## src/rtl/msw_pkg.sv

```systemverilog
package msw_pkg;

    typedef enum logic [3:0] {
        ST_PAR,
        ST_DLL_UP,
        ST_WARM,
        ST_ABORT,
        ST_SER_FLIP,
        ST_SER,
        ST_PAR_FLIP,
        ST_DLL_DN,
        ST_PD_IN,
        ST_PD,
        ST_PD_OUT
    } msw_state_e;

    typedef enum logic [2:0] {
        CMD_NONE        = 3'd0,
        CMD_DLL_ON      = 3'd1,
        CMD_DLL_OFF     = 3'd2,
        CMD_GO_SERIAL   = 3'd3,
        CMD_GO_PARALLEL = 3'd4,
        CMD_PD_ENTER    = 3'd5,
        CMD_PD_EXIT     = 3'd6
    } msw_cmd_e;

    localparam logic [1:0] MODE_PAR = 2'd0;
    localparam logic [1:0] MODE_SER = 2'd1;
    localparam logic [1:0] MODE_PD  = 2'd2;
    localparam logic [1:0] MODE_SW  = 2'd3;

endpackage

```

## src/rtl/msw_demand_qual.sv

```systemverilog
module msw_demand_qual #(
    parameter int unsigned DMD_W   = 16,
    parameter int unsigned HI_THR  = 1800,
    parameter int unsigned LO_THR  = 1400,
    parameter int unsigned PERSIST = 8
) (
    input  logic             clk,
    input  logic             rst_n,
    input  logic [DMD_W-1:0] demand,
    output logic             hi_q,
    output logic             lo_q
);
    localparam int unsigned PW = $clog2(PERSIST + 1);
    localparam logic [PW-1:0] PMAX = PW'(PERSIST);

    logic [PW-1:0] hi_cnt;
    logic [PW-1:0] lo_cnt;
    logic          above;
    logic          below;

    always_comb begin
        above = demand > DMD_W'(HI_THR);
        below = demand < DMD_W'(LO_THR);
    end

    always_ff @(posedge clk) begin
        if (!rst_n) begin
            hi_cnt <= '0;
            lo_cnt <= '0;
        end else begin
            if (!above)
                hi_cnt <= '0;
            else if (hi_cnt != PMAX)
                hi_cnt <= hi_cnt + 1'b1;
            if (!below)
                lo_cnt <= '0;
            else if (lo_cnt != PMAX)
                lo_cnt <= lo_cnt + 1'b1;
        end
    end

    always_comb begin
        hi_q = (hi_cnt == PMAX);
        lo_q = (lo_cnt == PMAX);
    end

    // qualified high requires the preceding sample to be above threshold
    a_r2_hi_needs_demand: assert property (@(posedge clk) disable iff (!rst_n)
        hi_q |-> $past(demand) > DMD_W'(HI_THR));

    // qualified high and low can never coexist
    a_r2_exclusive: assert property (@(posedge clk) disable iff (!rst_n)
        !(hi_q && lo_q));

endmodule

```

## src/rtl/msw_cycle_timer.sv

```systemverilog
module msw_cycle_timer #(
    parameter int unsigned LIMIT = 10
) (
    input  logic clk,
    input  logic rst_n,
    input  logic start,
    output logic zero
);
    localparam int unsigned W = $clog2(LIMIT + 1);

    logic [W-1:0] cnt;

    always_ff @(posedge clk) begin
        if (!rst_n)
            cnt <= '0;
        else if (start)
            cnt <= W'(LIMIT - 1);
        else if (cnt != '0)
            cnt <= cnt - 1'b1;
    end

    always_comb zero = (cnt == '0);

endmodule

```

## src/rtl/dram_mode_seq.sv

```systemverilog
module dram_mode_seq
    import msw_pkg::*;
#(
    parameter int unsigned DMD_W    = 16,
    parameter int unsigned HI_THR   = 1800,
    parameter int unsigned LO_THR   = 1400,
    parameter int unsigned PERSIST  = 8,
    parameter int unsigned WARM_CYC = 4000,
    parameter int unsigned BLACKOUT = 10
) (
    input  logic             clk,
    input  logic             rst_n,
    input  logic [DMD_W-1:0] bw_demand,
    input  logic             dll_ready,
    input  logic             pd_req,
    input  logic             cmd_ack,
    output logic             cmd_req,
    output logic [2:0]       cmd_code,
    output logic [1:0]       mode,
    output logic             traffic_ok,
    output logic             dll_en
);
    localparam int unsigned FLW = $clog2(BLACKOUT + 1) + 1;

    msw_state_e state, nxt;
    msw_cmd_e   cmd_sel;
    logic       hi_q, lo_q;
    logic       warm_zero, flip_zero;
    logic       warm_start, flip_start;
    logic       dll_on_q;
    logic       flip_acked;
    logic       saved_ser;
    logic       ack_now;

    msw_demand_qual #(
        .DMD_W  (DMD_W),
        .HI_THR (HI_THR),
        .LO_THR (LO_THR),
        .PERSIST(PERSIST)
    ) u_qual (
        .clk   (clk),
        .rst_n (rst_n),
        .demand(bw_demand),
        .hi_q  (hi_q),
        .lo_q  (lo_q)
    );

    msw_cycle_timer #(.LIMIT(WARM_CYC)) u_warm_tmr (
        .clk  (clk),
        .rst_n(rst_n),
        .start(warm_start),
        .zero (warm_zero)
    );

    msw_cycle_timer #(.LIMIT(BLACKOUT)) u_flip_tmr (
        .clk  (clk),
        .rst_n(rst_n),
        .start(flip_start),
        .zero (flip_zero)
    );

    always_comb ack_now = cmd_req && cmd_ack;

    // next-state logic
    always_comb begin
        nxt = state;
        unique case (state)
            ST_PAR: begin
                if (pd_req)    nxt = ST_PD_IN;
                else if (hi_q) nxt = ST_DLL_UP;
            end
            ST_DLL_UP:   if (ack_now) nxt = ST_WARM;
            ST_WARM: begin
                if (lo_q)                        nxt = ST_ABORT;
                else if (dll_ready || warm_zero) nxt = ST_SER_FLIP;
            end
            ST_ABORT:    if (ack_now) nxt = ST_PAR;
            ST_SER_FLIP: if (flip_zero) nxt = ST_SER;
            ST_SER: begin
                if (pd_req)    nxt = ST_PD_IN;
                else if (lo_q) nxt = ST_PAR_FLIP;
            end
            ST_PAR_FLIP: if (ack_now) nxt = ST_DLL_DN;
            ST_DLL_DN:   if (ack_now) nxt = ST_PAR;
            ST_PD_IN:    if (ack_now) nxt = ST_PD;
            ST_PD:       if (!pd_req) nxt = ST_PD_OUT;
            ST_PD_OUT:   if (ack_now) nxt = saved_ser ? ST_SER : ST_PAR;
            default:     nxt = ST_PAR;
        endcase
    end

    always_comb begin
        warm_start = (nxt == ST_WARM) && (state != ST_WARM);
        flip_start = (nxt == ST_SER_FLIP) && (state != ST_SER_FLIP);
    end

    // state and bookkeeping registers
    always_ff @(posedge clk) begin
        if (!rst_n) begin
            state      <= ST_PAR;
            dll_on_q   <= 1'b0;
            flip_acked <= 1'b0;
            saved_ser  <= 1'b0;
        end else begin
            state <= nxt;
            if (state == ST_DLL_UP && ack_now)
                dll_on_q <= 1'b1;
            else if ((state == ST_ABORT || state == ST_DLL_DN) && ack_now)
                dll_on_q <= 1'b0;
            if (flip_start)
                flip_acked <= 1'b0;
            else if (state == ST_SER_FLIP && ack_now)
                flip_acked <= 1'b1;
            if (nxt == ST_PD_IN && state != ST_PD_IN)
                saved_ser <= (state == ST_SER);
        end
    end

    // outputs decoded from state
    always_comb begin
        cmd_sel    = CMD_NONE;
        cmd_req    = 1'b0;
        mode       = MODE_PAR;
        traffic_ok = 1'b1;
        unique case (state)
            ST_PAR: ;
            ST_DLL_UP: begin
                cmd_sel = CMD_DLL_ON;
                cmd_req = 1'b1;
            end
            ST_WARM: ;
            ST_ABORT: begin
                cmd_sel = CMD_DLL_OFF;
                cmd_req = 1'b1;
            end
            ST_SER_FLIP: begin
                cmd_sel    = CMD_GO_SERIAL;
                cmd_req    = !flip_acked;
                mode       = MODE_SW;
                traffic_ok = 1'b0;
            end
            ST_SER: mode = MODE_SER;
            ST_PAR_FLIP: begin
                cmd_sel    = CMD_GO_PARALLEL;
                cmd_req    = 1'b1;
                mode       = MODE_SW;
                traffic_ok = 1'b0;
            end
            ST_DLL_DN: begin
                cmd_sel = CMD_DLL_OFF;
                cmd_req = 1'b1;
            end
            ST_PD_IN: begin
                cmd_sel    = CMD_PD_ENTER;
                cmd_req    = 1'b1;
                mode       = MODE_PD;
                traffic_ok = 1'b0;
            end
            ST_PD: begin
                mode       = MODE_PD;
                traffic_ok = 1'b0;
            end
            ST_PD_OUT: begin
                cmd_sel    = CMD_PD_EXIT;
                cmd_req    = 1'b1;
                mode       = MODE_PD;
                traffic_ok = 1'b0;
            end
            default: ;
        endcase
        cmd_code = cmd_sel;
        dll_en   = dll_on_q;
    end

    // observation counter for the blackout window
    logic [FLW-1:0] flip_len;
    always_ff @(posedge clk) begin
        if (!rst_n)
            flip_len <= '0;
        else if (state == ST_SER_FLIP)
            flip_len <= flip_len + 1'b1;
        else
            flip_len <= '0;
    end

    // the flip window never outlasts the blackout length
    a_r5_flip_bounded: assert property (@(posedge clk) disable iff (!rst_n)
        (state == ST_SER_FLIP) |-> (flip_len < FLW'(BLACKOUT)));

    // the serial mode write is accepted inside the window
    a_r5_acked_in_window: assert property (@(posedge clk) disable iff (!rst_n)
        (state == ST_SER_FLIP && flip_len == FLW'(BLACKOUT - 1)) |-> (flip_acked || cmd_ack));

    // the link only flips to serial with the DLL commanded on
    a_r3_dll_before_flip: assert property (@(posedge clk) disable iff (!rst_n)
        (state == ST_SER_FLIP) |-> dll_en);

    // the DLL stays on while returning to parallel
    a_r7_dll_kept: assert property (@(posedge clk) disable iff (!rst_n)
        (state == ST_PAR_FLIP) |-> dll_en);

    // wake-up restores the mode saved at entry
    a_r8_restore: assert property (@(posedge clk) disable iff (!rst_n)
        (state == ST_PD_OUT && cmd_ack) |=> ((state == ST_SER) == saved_ser));

    // a pending request holds its code
    a_r9_req_stable: assert property (@(posedge clk) disable iff (!rst_n)
        (cmd_req && !cmd_ack) |=> (cmd_req && $stable(cmd_code)));

    // an acknowledged request is not repeated
    a_r9_no_repeat: assert property (@(posedge clk) disable iff (!rst_n)
        (cmd_req && cmd_ack) |=> !(cmd_req && cmd_code == $past(cmd_code)));

endmodule

```

## config.mk

```make
export PLATFORM = sky130hd
export DESIGN_NAME = dram_mode_seq
export DESIGN_NICKNAME = d
export VERILOG_FILES = /design/src/rtl/msw_pkg.sv /design/src/rtl/msw_demand_qual.sv /design/src/rtl/msw_cycle_timer.sv /design/src/rtl/dram_mode_seq.sv
export SDC_FILE = /design/constraint.sdc
export NUM_CORES = 1
export LEC_CHECK = 0
export BUFFER_PORTS_ARGS = -buffer_cell sky130_fd_sc_hd__buf_2
export CAP_MARGIN = 15
export CORE_MARGIN = 4
export CORE_UTILIZATION = 51
export CTS_CLUSTER_DIAMETER = 200
export DETAILED_ROUTE_END_ITERATION = 12
export PLACE_DENSITY = 0.75
export SYNTH_ARGS = -nofsm -noshare
export SYNTH_HDL_FRONTEND = slang
export SYNTH_SLANG_ARGS = --single-unit
```

## constraint.sdc

```tcl
create_clock -name clk -period 1.65 [get_ports clk]
set_input_delay 0.165 -clock clk [delete_from_list [all_inputs] [get_ports clk]]
set_output_delay 0.165 -clock clk [all_outputs]
set_load 0.01 [all_outputs]
```

==> key figures <==
GRT
  • Global Route Usage Sum: 20.40%
  • First-pass GRT wire length: 8300 µm
  • Initial antenna violation count: 0
  • Largest net degree at the start of global routing: 17
  • Total gr overflow: 0
  • Vias in the first global route: 1923

Synth
  • Syn_nets: 265
  • Sequential share of the synthesized area: 31.75%
  • Top cells by area, synth: dfxtp_1, ha_1, a21oi_1
  • Post-synthesis cell count: 237
  • Post-Syn Area: 1954 µm²
  • Synth async-reset ratio: 0%
  • Post-synth top area share: 31.75%
  • Synth warnings: 0
  • Dominant synthesized flop cell: dfxtp_1
  • Synth unique cells: 54
  • EDFF count, synth: 0
  • Synth area leader: dfxtp_1
  • #FFs+latches synth: 31
  • Post-Syn Area per Cell: 8.246 µm²

Worst hold path
  • Hold/Removal Path Class: input port to flip-flop
  • Min-delay src: pd_req

Floorplanning
  • Chip Height: 69.91 µm
  • Core area: 3689 µm²
  • Die Span X: 69.91 µm
  • Die area: 4887 µm²
  • # IOs: 29
  • # rows: 22
  • Starting Density: 52.99%

Clock tree
  • Total CTS buffers: 5
  • Clock Tree Root: clkbuf_8
  • TritonCTS clock tree: yes
  • Sinks on Clock Net: 31
  • Clk pin slew, worst setup/hold paths: 0.07 ns
  • Clock Path Buffers: 2
  • # H-tree levels: 2
  • Clk_lat worst skew: 0.29 ns

Timing
  • Tmin final: 1.729 ns
  • RSZ-0062 raised after global routing: true
  • Setup TNS: -0.2426 ns
  • Final Hold Violating Endpoints: 0
  • FMAX: 578.4 MHz
  • Period Utilization, post-route: 104.8%
  • Relative slew slack: 75.21%
  • Final setup fails: 5
  • Slew @ Worst Pin: 0.3625 ns
  • Fin worst setup slack: -0.07899 ns
  • Final Max Tran Viols: 0
  • Worst Skew: 0.004666 ns

Power
  • Peak supply drop: 729.8 µV
  • PwrDens: 1656 nW/µm²
  • Leakage: 1.036 nW
  • Total power: 4.262 mW

Setup path
  • Bufs and invs on worst path: 2
  • Top delay family on crit path: simple AND/OR/NAND/NOR gates
  • Crit-path cells: inv_4, ha_4, or4b_4, nor3_4, buf_4, nor3_2, o21a_1
  • Setup slack, reg-to-reg: -0.08 ns
  • Critical Path RT: 1.83 ns
  • Max incr delay on CP: 0.47 ns
  • Critical Path AT: 1.91 ns
  • Worst-path fanout max: 3
  • Setup crit end kind: flip-flop
  • CP startpoint: u_warm_tmr.cnt[1]
  • CP max-delay cell: or4b_4
  • Crit Path Category: flip-flop to flip-flop
  • Worst R2R Start: u_warm_tmr.cnt[1]
  • CP Launch Type: flip-flop

Placed design
  • I/O Buffers: 28
  • Placed Instances: 325
  • HPWL after detailed placement: 3354 µm
  • RePlAce Congestion: 0.8737

Drt
  • Wire per inst: 14.65 µm
  • Drt first pass iters: 4
  • Vias per cell: 5.740
  • DR vias: 1940
  • # DRC: 0
  • DR iter-0 viols: 77
  • Final wirelength: 4951 µm
  • DRT antenna net count: 0

Finish
  • Fill count: 327
  • Reg area: 629.4 µm²
  • Non-Filler Instances: 338
  • Share of layout cells above drive strength 1: 33.10%
  • Area Growth Syn to Fin: 31.69%
  • Post-route core utilization: 69.78%
  • Fin nets: 317
  • Multi-input gate area in the final layout: 1335 µm²
  • Diode count: 0

Run status
  • Failing checks: negative setup slack
  • Status: complete, but fails checks

Job
  • Max Cap Viol: 0
## per-layer routing
metal  global-route usage [%]  up-vias  share of wire [%]
met5                        0        -                  0
met4                    7.234        0               0.79
met3                    4.460        5                5.2
met2                    34.73       57                 50
met1                    25.22      903                 44
li1                         -      975                  -
## synthesized netlist by cell type (2+ instances only)
master     number
o22ai_1         3
or3_1           3
o31a_1          2
nand2_1        15
nor2_1         18
nand3_1        11
o311a_1         2
nand4_1         3
a21oi_1        16
buf_2           2
a21boi_1        2
and3b_1         2
nor3_1          7
o21a_1          2
o21ai_0         8
o31ai_1         7
or4_1           5
nor4_2          2
nand2b_1       11
or3b_2          3
dfxtp_1        31
a21boi_0        4
ha_1            7
nor4_1          2
nand3b_1        4
clkbuf_1       10
nor2b_1         5
xor2_1          2
inv_1          11
a31oi_1         4
a2111oi_2       2
xnor2_1         9
## kinds of logic after synthesis
| logic type | Yosys count | share of synthesized area [%] |
|---|---|---|
| simple gates | 99 | 30.22 |
| fa+ha+maj | 7 | 4.481 |
| mux | 2 | 1.088 |
| xor+xnor | 11 | 4.930 |
| buf+inv | 24 | 4.738 |
| flops | 31 | 31.75 |
| compound gates | 63 | 22.79 |
## final cells by class
class                   count  share of cell area, %
clock buffers               6                  3.209
clock inverters             2                  1.361
inverters                  11                  1.799
multi-input cells         182                  51.87
flip-flops and latches     31                  24.45
well taps                  48                  2.333
repair buffers             58                  14.97
## placed cells by master (no fill, tap or decap), types with 5 or more instances in the layout
cell type,netlist,final
xnor2_1,9,8
buf_2,2,28
nand2_1,15,15
a21oi_1,16,16
buf_4,0,28
ha_1,7,5
nor2b_1,5,5
clkbuf_8,0,6
o31ai_1,7,7
nor3_1,7,6
nor2_1,18,18
dfxtp_1,31,26
nand2b_1,11,11
inv_1,11,9
nand3_1,11,11
o21ai_0,8,7
## power by group
part	switching [mW]	total, mW	leakage, nW	internal [mW]
Combinational	1.12	2.33	0.719	1.20
Clock	0.294	0.783	0.0612	0.488
Sequential	0.205	1.15	0.256	0.947
Total	1.62	4.26	1.04	2.64
## worst register-to-register path, delay by kind of cell, from the launching register on
family / cells / cell delay [ns]
buf+inv: 2 / 0.25
compound gates: 1 / 0.16
flops: 1 / 0.35
fa+ha+maj: 1 / 0.13
simple gates: 3 / 0.74
## registers in the layout (all words and copies together), names as in the netlist
name            flops
u_warm_tmr.cnt     12
state               4
u_flip_tmr.cnt      4
u_qual.hi_cnt       4
u_qual.lo_cnt       4
dll_en              1
flip_acked          1
saved_ser           1
## stage by stage
stage / worst slack [ns] / instance area, µm² / hold WS, ns
after CTS: -0.04390 / 2514 / 0.2056
after global placement: -0.04849 / 2341 / 0.4669
after global routing: -0.1478 / 2574 / 0.2170
final: -0.07899 / 2574 / 0.2100
after floorplan: -0.02965 / 1998 / 0.3117
after detailed placement: -0.09610 / 2341 / 0.4790
## path summary, 6_finish.rpt
| path | to | cells after the start |
|---|---|---|
| max | u_warm_tmr.cnt[4] | 7 |
| min | state[3] | 3 |
| max reg2reg | u_warm_tmr.cnt[4] | 7 |
| min reg2reg | u_flip_tmr.cnt[2] | 2 |
## repair_timing
| action | in CTS | in global routing |
|---|---|---|
| pin swaps | 9 | 6 |
| gates cloned | 0 | 0 |
| hold buffers | 0 | 0 |
| setup endpoints to repair | 11 | 18 |
| buffers inserted | 3 | 2 |
| gates resized for setup | 10 | 14 |
Power figures use the tool's default switching activity.
